**src/rtl/phy_ctrl_pkg.sv**
```systemverilog
package phy_ctrl_pkg;
    localparam int WORD_W    = 16;
    localparam int POS_LOOP  = 14;
    localparam int POS_ANEN  = 12;
    localparam int POS_RSTAN = 9;
    localparam int POS_FDX   = 8;
    localparam int POS_CTEST = 7;

    typedef struct packed {
        logic loopback;
        logic an_en;
        logic an_rst;
        logic full_dpx;
        logic col_test;
    } ctrl_fields_t;
endpackage

```
**src/rtl/phy_ctrl_regs.sv**
```systemverilog
module phy_ctrl_regs
    import phy_ctrl_pkg::*;
#(
    parameter int ADDR_W    = 5,
    parameter int CTRL_ADDR = 0
) (
    input  logic              clk,
    input  logic              rst_n,
    input  logic [ADDR_W-1:0] addr_i,
    input  logic              wr_i,
    input  logic [WORD_W-1:0] wdata_i,
    input  logic              an_done_i,
    output ctrl_fields_t      fields_o,
    output logic              restart_pulse_o,
    output logic [WORD_W-1:0] rdata_o
);
    localparam logic [ADDR_W-1:0] HIT_ADDR = ADDR_W'(CTRL_ADDR);

    typedef struct packed {
        ctrl_fields_t f;
        logic         pulse;
    } regs_state_t;

    regs_state_t st_d, st_q;
    logic        hit;
    logic        wr_hit;
    logic        set_rst;
    logic        unused_wbits;

    assign hit          = (addr_i == HIT_ADDR);
    assign wr_hit       = wr_i && hit;
    assign set_rst      = wr_hit && wdata_i[POS_RSTAN] && wdata_i[POS_ANEN];
    assign unused_wbits = ^{wdata_i[15], wdata_i[13], wdata_i[11:10], wdata_i[6:0]};

    always_comb begin
        st_d       = st_q;
        st_d.pulse = set_rst;
        if (wr_hit) begin
            st_d.f.loopback = wdata_i[POS_LOOP];
            st_d.f.an_en    = wdata_i[POS_ANEN];
            st_d.f.full_dpx = wdata_i[POS_FDX];
            st_d.f.col_test = wdata_i[POS_CTEST];
        end
        if (set_rst) begin
            st_d.f.an_rst = 1'b1;
        end else if (!st_d.f.an_en) begin
            st_d.f.an_rst = 1'b0;
        end else if (an_done_i) begin
            st_d.f.an_rst = 1'b0;
        end
    end

    always_ff @(posedge clk or negedge rst_n) begin
        if (!rst_n) begin
            st_q <= '0;
        end else begin
            st_q <= st_d;
        end
    end

    always_comb begin
        rdata_o = '0;
        if (hit) begin
            rdata_o[POS_LOOP]  = st_q.f.loopback;
            rdata_o[POS_ANEN]  = st_q.f.an_en;
            rdata_o[POS_RSTAN] = st_q.f.an_rst;
            rdata_o[POS_FDX]   = st_q.f.full_dpx;
            rdata_o[POS_CTEST] = st_q.f.col_test;
        end
    end

    assign fields_o        = st_q.f;
    assign restart_pulse_o = st_q.pulse;


    rst_needs_anen_chk: assert property (@(posedge clk) disable iff (!rst_n)
        !st_q.f.an_en |-> !st_q.f.an_rst);


    pulse_with_flag_chk: assert property (@(posedge clk) disable iff (!rst_n)
        st_q.pulse |-> st_q.f.an_rst);


    done_clears_chk: assert property (@(posedge clk) disable iff (!rst_n)
        (an_done_i && !wr_i) |=> !st_q.f.an_rst);


    reserved_zero_chk: assert property (@(posedge clk) disable iff (!rst_n)
        (rdata_o[6:0] == 7'd0) && !rdata_o[15] && !rdata_o[13] && (rdata_o[11:10] == 2'd0));
endmodule

```
**src/rtl/phy_ctrl_duplex.sv**
```systemverilog
module phy_ctrl_duplex
    import phy_ctrl_pkg::*;
(
    input  ctrl_fields_t fields_i,
    input  logic         an_full_i,
    output logic         full_o
);
    logic unused_fields;
    assign unused_fields = fields_i.an_rst ^ fields_i.col_test;

    always_comb begin
        if (fields_i.loopback) begin
            full_o = 1'b1;
        end else if (fields_i.an_en) begin
            full_o = an_full_i;
        end else begin
            full_o = fields_i.full_dpx;
        end
    end
endmodule

```
**src/rtl/phy_ctrl_coltest.sv**
```systemverilog
module phy_ctrl_coltest #(
    parameter int COL_DLY = 8
) (
    input  logic clk,
    input  logic rst_n,
    input  logic active_i,
    input  logic tx_en_i,
    output logic col_o
);
    localparam int            CNT_W = (COL_DLY < 2) ? 1 : $clog2(COL_DLY);
    localparam logic [CNT_W-1:0] LAST = CNT_W'(COL_DLY - 1);

    typedef struct packed {
        logic [CNT_W-1:0] cnt;
        logic             col;
    } col_state_t;

    col_state_t st_d, st_q;

    always_comb begin
        st_d = st_q;
        if (!active_i || !tx_en_i) begin
            st_d.cnt = '0;
            st_d.col = 1'b0;
        end else if (st_q.cnt == LAST) begin
            st_d.col = 1'b1;
        end else begin
            st_d.cnt = st_q.cnt + 1'b1;
        end
    end

    always_ff @(posedge clk or negedge rst_n) begin
        if (!rst_n) begin
            st_q <= '0;
        end else begin
            st_q <= st_d;
        end
    end

    assign col_o = st_q.col;


    col_release_chk: assert property (@(posedge clk) disable iff (!rst_n)
        !tx_en_i |=> !col_o);


    col_inactive_chk: assert property (@(posedge clk) disable iff (!rst_n)
        !active_i |=> !col_o);


    col_rise_cause_chk: assert property (@(posedge clk) disable iff (!rst_n)
        $rose(col_o) |-> ($past(tx_en_i) && $past(active_i)));


    cnt_bound_chk: assert property (@(posedge clk) disable iff (!rst_n)
        st_q.cnt <= LAST);
endmodule

```
**src/rtl/phy_ctrl_reg.sv**
```systemverilog
module phy_ctrl_reg
    import phy_ctrl_pkg::*;
#(
    parameter int ADDR_W    = 5,
    parameter int CTRL_ADDR = 0,
    parameter int COL_DLY   = 8
) (
    input  logic              clk,
    input  logic              rst_n,
    input  logic [ADDR_W-1:0] reg_addr,
    input  logic              reg_wr,
    input  logic [15:0]       reg_wdata,
    output logic [15:0]       reg_rdata,
    input  logic              an_done,
    input  logic              an_result_full,
    input  logic              mii_tx_en,
    output logic              an_restart,
    output logic              duplex_full,
    output logic              mii_col
);
    ctrl_fields_t fields;
    logic         test_active;

    phy_ctrl_regs #(
        .ADDR_W   (ADDR_W),
        .CTRL_ADDR(CTRL_ADDR)
    ) u_regs (
        .clk            (clk),
        .rst_n          (rst_n),
        .addr_i         (reg_addr),
        .wr_i           (reg_wr),
        .wdata_i        (reg_wdata),
        .an_done_i      (an_done),
        .fields_o       (fields),
        .restart_pulse_o(an_restart),
        .rdata_o        (reg_rdata)
    );

    phy_ctrl_duplex u_dpx (
        .fields_i (fields),
        .an_full_i(an_result_full),
        .full_o   (duplex_full)
    );

    assign test_active = fields.loopback && fields.col_test;

    phy_ctrl_coltest #(
        .COL_DLY(COL_DLY)
    ) u_col (
        .clk     (clk),
        .rst_n   (rst_n),
        .active_i(test_active),
        .tx_en_i (mii_tx_en),
        .col_o   (mii_col)
    );


    single_pulse_on_idle_bus_chk: assert property (@(posedge clk) disable iff (!rst_n)
        (an_restart && !reg_wr) |=> !an_restart);
endmodule

```
**config.mk**
```make
export PLATFORM = sky130hd
export DESIGN_NAME = phy_ctrl_reg
export DESIGN_NICKNAME = d
export VERILOG_FILES = /design/src/rtl/phy_ctrl_pkg.sv /design/src/rtl/phy_ctrl_regs.sv /design/src/rtl/phy_ctrl_duplex.sv /design/src/rtl/phy_ctrl_coltest.sv /design/src/rtl/phy_ctrl_reg.sv
export SDC_FILE = /design/constraint.sdc
export NUM_CORES = 1
export LEC_CHECK = 0
export BUFFER_PORTS_ARGS = -buffer_cell sky130_fd_sc_hd__buf_2
export CORE_ASPECT_RATIO = 0.7
export CORE_MARGIN = 2
export CORE_UTILIZATION = 30
export DETAILED_ROUTE_END_ITERATION = 8
export PLACE_DENSITY = 0.62
export SLEW_MARGIN = 20
export SYNTH_ARGS = -nofsm -noshare
export SYNTH_HDL_FRONTEND = slang
export SYNTH_SLANG_ARGS = --single-unit
```
**constraint.sdc**
```tcl
create_clock -name clk -period 2.33 [get_ports clk]
set_clock_uncertainty 0.2 [all_clocks]
set_input_delay 0.466 -clock clk [delete_from_list [all_inputs] [get_ports clk]]
set_output_delay 0.466 -clock clk [all_outputs]
set_load 0.05 [all_outputs]
```
# After elaboration in Yosys (flattened, before gate mapping)
# Cells that the tools add are included.
# totals
elab_cells,33
ff_bits,10
inputBits,27
# classes
mux,12
add_sub_neg,1
n_eq_ne,3
n_reduce_logical,9
# op_table
cell,count
1-bit two-way mux,9
3-bit two-way mux,2
5-bit zero test,1
1-bit logical AND,4
4-bit two-way mux,1
3-bit by 1-bit adder with 3-bit output (second input constant),1
3-bit == test (second input constant),1
3-bit inequality test (second input constant),1
1-bit zero test,2
2-bit by 1-bit inequality test with 1-bit output (second input constant),1
2-bit nonzero test,1
1-bit logical OR,1

# Longest topological paths before layout
# Gate-level depths: netlist (run 1).
# logic_depth
word_depth,5
depth_mapped,4

# By module
# Synthesis (run 1) repeated with hierarchy kept, for this count alone.
# hier_totals
cells_unflattened,54
area_unflattened_um2,579.3
# modules_own_cells
module,instances,area_each_um2,cells_each
phy_ctrl_regs,1,381.6,36
phy_ctrl_coltest,1,176.4,15
phy_ctrl_duplex,1,15.0,2
phy_ctrl_reg,1,6.3,1

# Worst setup path after synthesis (run 1)
# Ideal clock, no wire load.
# synth_timing
path_type,input-to-output
from,input port reg_addr[2]
to,output port reg_rdata[12]
arrival_ns,2.073
path_stages,2
path_slack_ns,-0.409
path_cell_list,or4_4 nor3_1
# synth_between
elab_chain_len,2
# synth_rtl
item,line,source
"start, declared",phy_ctrl_reg.sv:10,"input logic [ADDR_W-1:0] reg_addr,"
5-bit zero test,phy_ctrl_regs.sv:30,assign hit = (addr_i == HIT_ADDR);
1-bit two-way mux,phy_ctrl_regs.sv:63,if (hit) begin
"end, declared",phy_ctrl_reg.sv:13,"output logic [15:0] reg_rdata,"
# No other way between the ends.

# Worst setup path in the final report (run 1)
# Ends and elaborated chain as after synthesis.

==> results.yml, run 1 <==
global_route:
  grt.busiest_layer: "met2"
  grt_use_total: 0.110
  grt-ovfl-total: 0
  grt_pass1_vias: 410
  grt_pass1_wl_um: 1800
  grt_util_met3: 0.0648
  use_met1: 0.125
  antenna_found_initial: 0
  grt_start_max_net_pins: 11
  grt.met2_usage: 0.179
floorplanning:
  rows: 13
  die_w_um: 57.4
  die_area_um2: 2380
  die-height_um: 41.4
  core_area_um2: 1870
  start_util: 0.320
  io_pins: 46
setup_path:
  startpoint_type: "input port"
  worstSetupPathType: "in -> out"
  crit_chain: "buf_2 -> or4_4 -> buf_4 -> nor3_2 -> clkbuf_4"
  slowest_delay_ns: 0.55
  critPathBufInv: 3
  cp_top_family: "simple AND/OR/NAND/NOR gates"
  worst_setup_path_end_kind: "output pin"
  crit_required_ns: 1.66
  critPathArrivalTime_ns: 1.63
  slowest_stage: "or4_4"
  path_max_fanout: 2
synth:
  synth-compound-area-share: 0.0605
  synth-simple-area-share: 0.207
  syn_inst: 55
  yosys_warnings: 0
  synth-xor-area-share: 0.0146
  synth_top_area_cell: "dfrtp_1"
  synth_top_area_frac: 0.418
  synthAdderAreaFrac: 0.0418
  synth_top_family_by_area: "simple AND/OR/NAND/NOR gates"
  ys_types: 23
  ys_seq_elements: 10
  netlist_area_um2: 599
  syn_avg_cell_area_um2: 10.9
  yosysSeqAreaShare: 0.418
  yosys-top-cells-area: "dfrtp_1 42%, buf_4 14%, mux2_4 7.5%, and2_1 4.2%, ha_1 4.2%"
  synth_mux_area_frac: 0.109
route:
  firstDrtPassIters: 2
  drtAntennaViolNets: 0
  vias_per_cell: 4.25
  wl_per_cell_um: 10.3
  wirelength_um: 1080
  drcViolationCount: 0
  vias: 446
  first_iter_violations: 3
clock_tree:
  cts-htree-levels: 1
  cts_root_buf: "clkbuf_4"
  clock_latency_ns: 0.27
  cts-buffers-inserted: 3
  clock-sinks: 10
  cts_tree: "yes"
  clk_pin_slew_ns: 0.06
  clockBufferDepth: 2
placed_design:
  dp_slack_ns: 0.00286
  io_buffers: 23
  routabilityCongestion: 0.682
  placed_cells: 101
  dpl.hpwl_um: 895
sta:
  finalCritPeriodShare: 0.984
  rsz0062_at_grt: "no"
  period_needed_ns: 2.29
  setup_viol: 0
  hold_viol: 0
  slew_violations: 0
  setup_tns_ns: 0
  timing.fmax_mhz: 436
  fin_hold_ws_ns: 0.230
  layout_setup_ws_ns: 0.0372
finish:
  nets: 114
  n_antenna_cell: 0
  most-common-layout-cells: "18 x buf_2, 11 x conb_1, 10 x dfrtp_1"
  fillCellCount: 187
  mostFrequentLayoutCell: "buf_2"
  syn_to_final_growth_pct: 27.8
  fin_cells: 105
  layout-drive-gt1-share: 0.446
  final_core_util: 0.409
pwr:
  swShare: 0.350
  p_per_area_nw_per_um2: 585
  pwr-share-clk: 0.261
  vdd_ir_drop_max_v: 0.000383
  p_comb_frac: 0.289
  seqPwrFrac: 0.450
  p_int_mw: 0.291
  p_leak_nw: 0.413
  p_sw_mw: 0.157
hold_path:
  worstHoldPathType: "in -> reg"
run_status:
  status: "complete, no violations"
flow_run:
  cap_violations: 0
[worst register-to-register path, cell delays in order, from the launching register on]
cell	delay [ns]
dfrtp_1	0.40
ha_1	0.21
ha_1	0.25
mux2i_1	0.17
nor2_1	0.05
[synth_stat cells]
master	instances
buf_4	11
and2_1	4
inv_1	1
o21ai_0	1
a31o_1	1
xor2_1	1
nor2b_1	3
or4_4	1
a21oi_1	1
o2bb2ai_1	1
nor2_1	5
mux2_4	3
nor3_1	1
ha_1	2
and4_2	1
nand2_2	1
nor2_4	1
conb_1	1
nor4_2	1
mux2i_1	2
dfrtp_1	10
a211o_1	1
nand3_1	1
[power groups by stage]
| stage | Clock (mW) | Combinational [mW] | Sequential (mW) |
|---|---|---|---|
| 6_report | 0.117 | 0.129 | 0.202 |
| 5_1_grt | 0.134 | 0.141 | 0.204 |
| 4_1_cts | 0.122 | 0.130 | 0.201 |
| 3_5_place_dp | 0 | 0.127 | 0.205 |
| 3_3_place_gp | 0 | 0.127 | 0.204 |
| 2_1_floorplan | 0 | 0.113 | 0.201 |
[through the flow]
stage / power, mW / instance area [um^2]
2_1_floorplan: 0.314 / 642
3_3_place_gp: 0.331 / 717
3_5_place_dp: 0.332 / 717
4_1_cts: 0.453 / 752
5_1_grt: 0.478 / 766
6_report: 0.448 / 766
[sequential cells by signal, indices dropped and copies added, names as in the netlist]
register	flops
u_regs.restart_pulse_o	1
u_col.st_q	3
u_regs.fields_o	5
u_col.col_o	1
[final cells by class]
type                            count  area [um^2]  area share
Multi-Input combinational cell     43          305       0.399
Sequential cell                    10          250       0.327
Timing Repair Buffer               26          156       0.204
Tap cell                           22         27.5      0.0359
Clock buffer                        3         22.5      0.0294
Inverter                            1         3.75     0.00490
[worst paths after layout]
check	startpoint	endpoint	depth (start not counted)	slack, ns
setup / recovery	reg_addr[2]	reg_rdata[12]	5	0.04
hold / removal	reg_wdata[7]	u_regs.fields_o[0]	2	0.23
setup reg to reg	u_col.st_q[1]	u_col.st_q[2]	4	0.95
hold reg to reg	u_col.col_o	u_col.col_o	2	0.31
max in group asynchronous	rst_n	u_regs.fields_o[4]	2	1.35
min in group asynchronous	rst_n	u_col.st_q[3]	2	0.39
[routing by layer]
layer	wire length, um	part of all wire
met2	504	0.47
met4	0	0
met1	482	0.45
met3	93	0.086
met5	0	0
[cells by family (layout without fill, tap and decap cells)]
| group | after synthesis | count (layout) |
|---|---|---|
| fa+ha+maj | 2 | 2 |
| other cells | 1 | 11 |
| compound gates | 5 | 5 |
| flops | 10 | 10 |
| buf+inv | 12 | 30 |
| simple gates | 19 | 19 |
| mux | 5 | 5 |
| xor+xnor | 1 | 1 |
[what timing repair did]
| item | in CTS | in global routing |
|---|---|---|
| resized for setup | 1 | 8 |
| buffers inserted | 0 | 0 |
| hold buffers | 1 | 0 |
| endpoints found under the hold margin | 10 | 0 |
| setup endpoints to repair | 1 | 4 |
No activity file was read; power rests on OpenSTA's default activity.
==> inputs of run 2 (changes only) <==
Settings changed: PLACE_DENSITY 0.62 to 0.63, SYNTH_HIERARCHICAL from default to 1.
==> run 2 against run 1 <==
Die area shrank 3.1%. Worst setup slack gained 0.15 ns. Cell area decreased by 3.6%. Maximum frequency up 7.0%. Synthesized cell count shrank 1.8%. Flip-flop and latch count did not move. Register-to-register slack about the same. Clock power rose by 30%. Critical endpoint unchanged. Largest power group unchanged.
==> results.yml, run 2 <==
setup_path:
  crit_required_ns: 1.66
  crit_chain: "buf_2 -> nor2_1 -> nor4b_1 -> buf_4 -> and2_1 -> buf_2"
  path_max_fanout: 5
  crit_path_frequent_cell: "buf_2"
  ff2ff_path_depth: 4
  critPathBufInv: 3
  cp_top_family: "buffers and inverters"
  critPathArrivalTime_ns: 1.48
  worstSetupPathType: "in -> out"
  startpoint_type: "input port"
  worst_setup_path_end_kind: "output pin"
  slowest_delay_ns: 0.25
  slowest_stage: "nor4b_1"
  path_depth: 6
run_status:
  status: "complete, no violations"
global_route:
  antenna_found_initial: 0
  grt-ovfl-total: 0
  grt_pass1_wl_um: 1720
  grt_use_total: 0.107
  grt_start_max_net_pins: 11
  grt_pass1_vias: 394
synth:
  synth_top_area_frac: 0.432
  synthTopCellsByCount: "11 x buf_4, 10 x dfrtp_1, 6 x and2_1, 6 x nor2_1, 4 x mux2_2"
  yosysSeqAreaShare: 0.432
  async_flop_share: 1.00
  syn_avg_cell_area_um2: 10.7
  yosys_most_used_dff: "dfrtp_1"
  synth.most_common_cell: "buf_4"
  ys_types: 17
  synth_top_area_cell: "dfrtp_1"
  yosys-top-cells-area: "dfrtp_1 43%, buf_4 14%, mux2_2 7.8%, and2_1 6.5%, mux2i_1 5.2%"
  yosys_warnings: 6
  ys_seq_elements: 10
  netlist_area_um2: 579
  syn_inst: 54
  synth_edf_count: 0
finish:
  syn_to_final_growth_pct: 27.4
  n_antenna_cell: 0
  most-common-layout-cells: "23 x buf_2, 11 x conb_1, 10 x dfrtp_1"
  mostFrequentLayoutCell: "buf_2"
  multi_input_area_um2: 284
  nets: 113
  fillCellCount: 195
  largest_reg_flops: 5
  seq_area_um2: 250
  layout-drive-gt1-share: 0.434
sta:
  setup_tns_ns: 0
  finalCritPeriodShare: 0.920
  rsz0062_at_grt: "no"
  hold_viol: 0
  timing.fmax_mhz: 467
  period_needed_ns: 2.14
  layout_setup_ws_ns: 0.187
  slew_violations: 0
  setup_viol: 0
placed_design:
  routabilityCongestion: 0.736
  dpl.hpwl_um: 855
  dp_slack_ns: 0.192
  io_buffers: 23
route:
  vias: 436
  drcViolationCount: 0
  wirelength_um: 1030
  firstDrtPassIters: 4
  vias_per_cell: 4.15
  drtAntennaViolNets: 0
  first_iter_violations: 6
  wl_per_cell_um: 9.82
hold_path:
  min_path_cells: 2
  worstHoldPathType: "in -> reg"
clock_tree:
  cts_tree: "yes"
  clock-sinks: 10
  cts-buffers-inserted: 3
  cts-htree-levels: 1
  clockBufferDepth: 2
  post_cts_resized: 0
  cts_root_buf: "clkbuf_4"
  clk_pin_slew_ns: 0.06
  clock_latency_ns: 0.26
flow_run:
  cap_violations: 0
pwr:
  vdd_ir_drop_max_v: 0.000302
  p_per_area_nw_per_um2: 636
  p_leak_nw: 0.417
floorplanning:
  core_area_um2: 1840
  die_w_um: 56.5
  die_area_um2: 2300
  io_pins: 46
  die-height_um: 40.8
  rows: 13
  start_util: 0.315
[run 2: metrics by stage]
stage	area [um^2]	hold slack, ns	utilization	instances	power, mW
3_3_place_gp	692	0.138	0.376	100	0.319
5_1_grt	738	0.214	0.402	105	0.500
4_1_cts	738	0.221	0.402	105	0.477
3_5_place_dp	692	0.138	0.376	100	0.319
6_report	738	0.232	0.402	105	0.469
2_1_floorplan	617	-0.0296	-	64	0.304
[run 2: final cells by class]
class,count,share of cell area
multi-input combinational,43,0.385
sequential,10,0.339
timing repair buffer,26,0.190
clock buffer,4,0.0492
tap,22,0.0373
[run 2: power breakdown]
| group | switching [mW] | leakage [nW] | total [mW] | internal [mW] |
|---|---|---|---|---|
| Combinational | 0.0812 | 0.261 | 0.116 | 0.0352 |
| Sequential | 0.0125 | 0.135 | 0.201 | 0.188 |
| Clock | 0.0573 | 0.0210 | 0.152 | 0.0948 |
| Total | 0.151 | 0.417 | 0.469 | 0.318 |
[run 2: cells by family after synthesis]
family                   after synthesis  share of synthesized area
AND/OR/NAND/NOR                       20                      0.207
buffers and inverters                 11                      0.143
flip-flops                            10                      0.432
multiplexers                           7                      0.130
adder cells (fa/ha/maj)                2                     0.0432
AO/OA/AOI/OAI                          2                     0.0238
other                                  1                    0.00647
XOR/XNOR                               1                     0.0151
[run 2: repair_timing]
item	4_1_cts	5_1_grt
setup buffers	0	0
endpoints found under the setup margin	0	0
hold endpoints to repair	10	0
hold buffers	1	0
[run 2: layer usage]
layer	up-vias	GRT usage	share of wire
li1	218	-	-
met1	201	0.118	0.44
met2	17	0.183	0.49
met3	0	0.0410	0.072
met4	0	0.0714	0
met5	-	0	0
[run 2: path summary, 6_finish.rpt]
kind / from / to / slack [ns]
max: reg_addr[1] / reg_rdata[12] / 0.19
min: reg_wdata[8] / u_regs/fields_o[1] / 0.23
max reg2reg: u_col/st_q[1] / u_col/st_q[2] / 0.95
min reg2reg: u_col/col_o / u_col/col_o / 0.30
max in group asynchronous: rst_n / u_col/st_q[2] / 1.33
min in group asynchronous: rst_n / u_col/st_q[1] / 0.41
==> inputs of run 3 (changes only) <==
Settings changed: ABC_AREA from default to 1, MAX_ROUTING_LAYER from default to met4, PLACE_DENSITY 0.63 to 0.61.
==> run 3 against run 2 <==
The flow now finishes with violations (design-rule violations). First-iteration DRC count grew to 3.3 times the previous value. Global-route usage grew 0.21 points. Worst setup slack better by 0.16 ns.
==> results.yml, run 3 <==
pwr:
  p_comb_frac: 0.302
  swShare: 0.373
  p_sw_mw: 0.171
  vdd_ir_drop_max_v: 0.000271
  p_leak_nw: 0.472
  p_total_mw: 0.459
  p_int_mw: 0.288
  p_per_area_nw_per_um2: 607
  seqPwrFrac: 0.456
  pwr-share-clk: 0.241
floorplanning:
  die_w_um: 58.6
  start_util: 0.327
  die-height_um: 42.2
  core_area_um2: 1920
  io_pins: 46
  die_area_um2: 2480
  rows: 13
setup_path:
  ff2ff_path_depth: 6
  critPathArrivalTime_ns: 1.32
  startpoint_type: "input port"
  path_max_fanout: 5
  worstSetupPathType: "in -> out"
  worst_setup_path_end_kind: "output pin"
  crit_required_ns: 1.66
synth:
  syn_avg_cell_area_um2: 7.64
  yosys_most_used_dff: "dfrtp_1"
  async_flop_share: 1.00
  ys_seq_elements: 10
  synth_edf_count: 0
  netlist_area_um2: 627
  synth_top_area_frac: 0.399
  yosys-top-cells-area: "dfrtp_1 40%, buf_4 13%, inv_1 9.0%, nand2_1 9.0%, nor2_1 5.4%"
  yosys_warnings: 6
  synthTopCellsByCount: "15 x inv_1, 15 x nand2_1, 11 x buf_4, 10 x dfrtp_1, 9 x nor2_1"
  synth_top_area_cell: "dfrtp_1"
  ys_types: 18
  yosysSeqAreaShare: 0.399
  syn_inst: 82
sta:
  timing.fmax_mhz: 504
  rsz0062_at_grt: "no"
  hold_viol: 0
  layout_setup_ws_ns: 0.344
  period_needed_ns: 1.99
  slew_violations: 0
  setup_tns_ns: 0
  setup_viol: 0
  finalCritPeriodShare: 0.852
clock_tree:
  clockBufferDepth: 2
  clock_latency_ns: 0.26
  post_cts_buffers: 0
  cts_tree: "yes"
  cts_root_buf: "clkbuf_4"
  cts-buffers-inserted: 3
  clock-sinks: 10
  cts-htree-levels: 1
  clk_pin_slew_ns: 0.06
finish:
  postLayoutCellArea_um2: 757
  layout-drive-gt1-share: 0.343
  most-common-layout-cells: "23 x buf_2, 15 x nand2_1, 15 x inv_1"
  mostFrequentLayoutCell: "buf_2"
  largest_reg_flops: 5
  syn_to_final_growth_pct: 20.8
  final_core_util: 0.394
  nets: 139
  n_antenna_cell: 0
placed_design:
  routabilityCongestion: 0.760
  dp_slack_ns: 0.333
  dpl.hpwl_um: 971
  postPlaceCellArea_um2: 724
  io_buffers: 23
global_route:
  grt_pass1_wl_um: 1970
  grt-ovfl-total: 0
  grt_use_total: 0.110
  grt_pass1_vias: 475
  antenna_found_initial: 0
  grt_start_max_net_pins: 11
route:
  vias: 528
  drcViolationCount: 1
  firstDrtPassIters: 6
  wl_per_cell_um: 8.50
  drtAntennaViolNets: 0
  wirelength_um: 1110
  vias_per_cell: 4.06
  first_iter_violations: 20
hold_path:
  min_path_cells: 3
  worstHoldPathType: "in -> reg"
flow_run:
  cap_violations: 0
run_status:
  violations: "design-rule violations"
  status: "complete, but fails checks"
==> run 3: changes by cell type in the layout (fill, tap and decap cells not counted), sizes merged, moves of 3 or more <==
cell   before  now
nand4       0    4
nand2       3   20
nor2        6   11
mux2        4    0
inv         0   16
and2        6    0
mux2i       3    0
==> run 3: layout make-up <==
class,count,area (um^2)
well taps,22,27.5
inverters,17,65.1
flip-flops and latches,10,250
multi-input cells,54,267
fillers,205,1160
repair buffers,24,125
clock buffers,3,22.5
==> run 3: routing by layer <==
metal | routed length [um] | global-route usage | up-vias | share of wire
met2 | 563 | 0.164 | 17 | 0.51
met5 | 0 | - | - | 0
met4 | 12 | 0.0545 | 0 | 0.011
met3 | 70 | 0.0370 | 2 | 0.063
met1 | 458 | 0.131 | 233 | 0.41
li1 | - | - | 276 | -
==> run 3: stage by stage <==
| stage | std cells | hold WS, ns |
|---|---|---|
| after global placement | 126 | 0.137 |
| final | 130 | 0.216 |
| after floorplan | 92 | -0.0296 |
| after detailed placement | 126 | 0.136 |
| after global routing | 130 | 0.246 |
| after CTS | 130 | 0.208 |
==> run 3: worst paths after layout <==
path | endpoint | slack (ns) | startpoint
worst max-delay path | reg_rdata[9] | 0.34 | reg_addr[4]
worst min-delay path | u_regs/fields_o[0] | 0.22 | reg_wdata[7]
worst max register to register | u_col/st_q[2] | 0.96 | u_col/st_q[1]
worst min register to register | u_col/st_q[2] | 0.28 | u_col/st_q[2]
max in group asynchronous | u_regs/fields_o[3] | 1.35 | rst_n
min in group asynchronous | u_col/st_q[2] | 0.39 | rst_n
==> run 3: cells by family after synthesis <==
group	Yosys count	synth area share
AOI/OAI and AO/OA	3	0.0239
adders and majority gates	2	0.0399
buffers and inverters	28	0.236
other	1	0.00598
DFF	10	0.399
and+or+nand+nor	38	0.295
==> run 3: what timing repair did <==
action | in CTS | in global routing
setup endpoints to repair | 0 | 0
hold endpoints to repair | 10 | 0
hold buffers | 1 | 0
resized for setup | 0 | 0
==> run 3: power by group through the flow <==
stage	logic, mW	registers, mW	clock network (mW)
after floorplan	0.123	0.208	0
after detailed placement	0.139	0.214	0
after global routing	0.153	0.214	0.130
after global placement	0.137	0.212	0
final	0.139	0.210	0.111
after CTS	0.140	0.211	0.120
==> run 3: critical path, cell delays in order <==
cell and delay [ns]:
buf_2 0.10, nor2_1 0.09, nand2_1 0.08, nor2_4 0.13, inv_1 0.10, nor2_1 0.09
buf_2 0.26
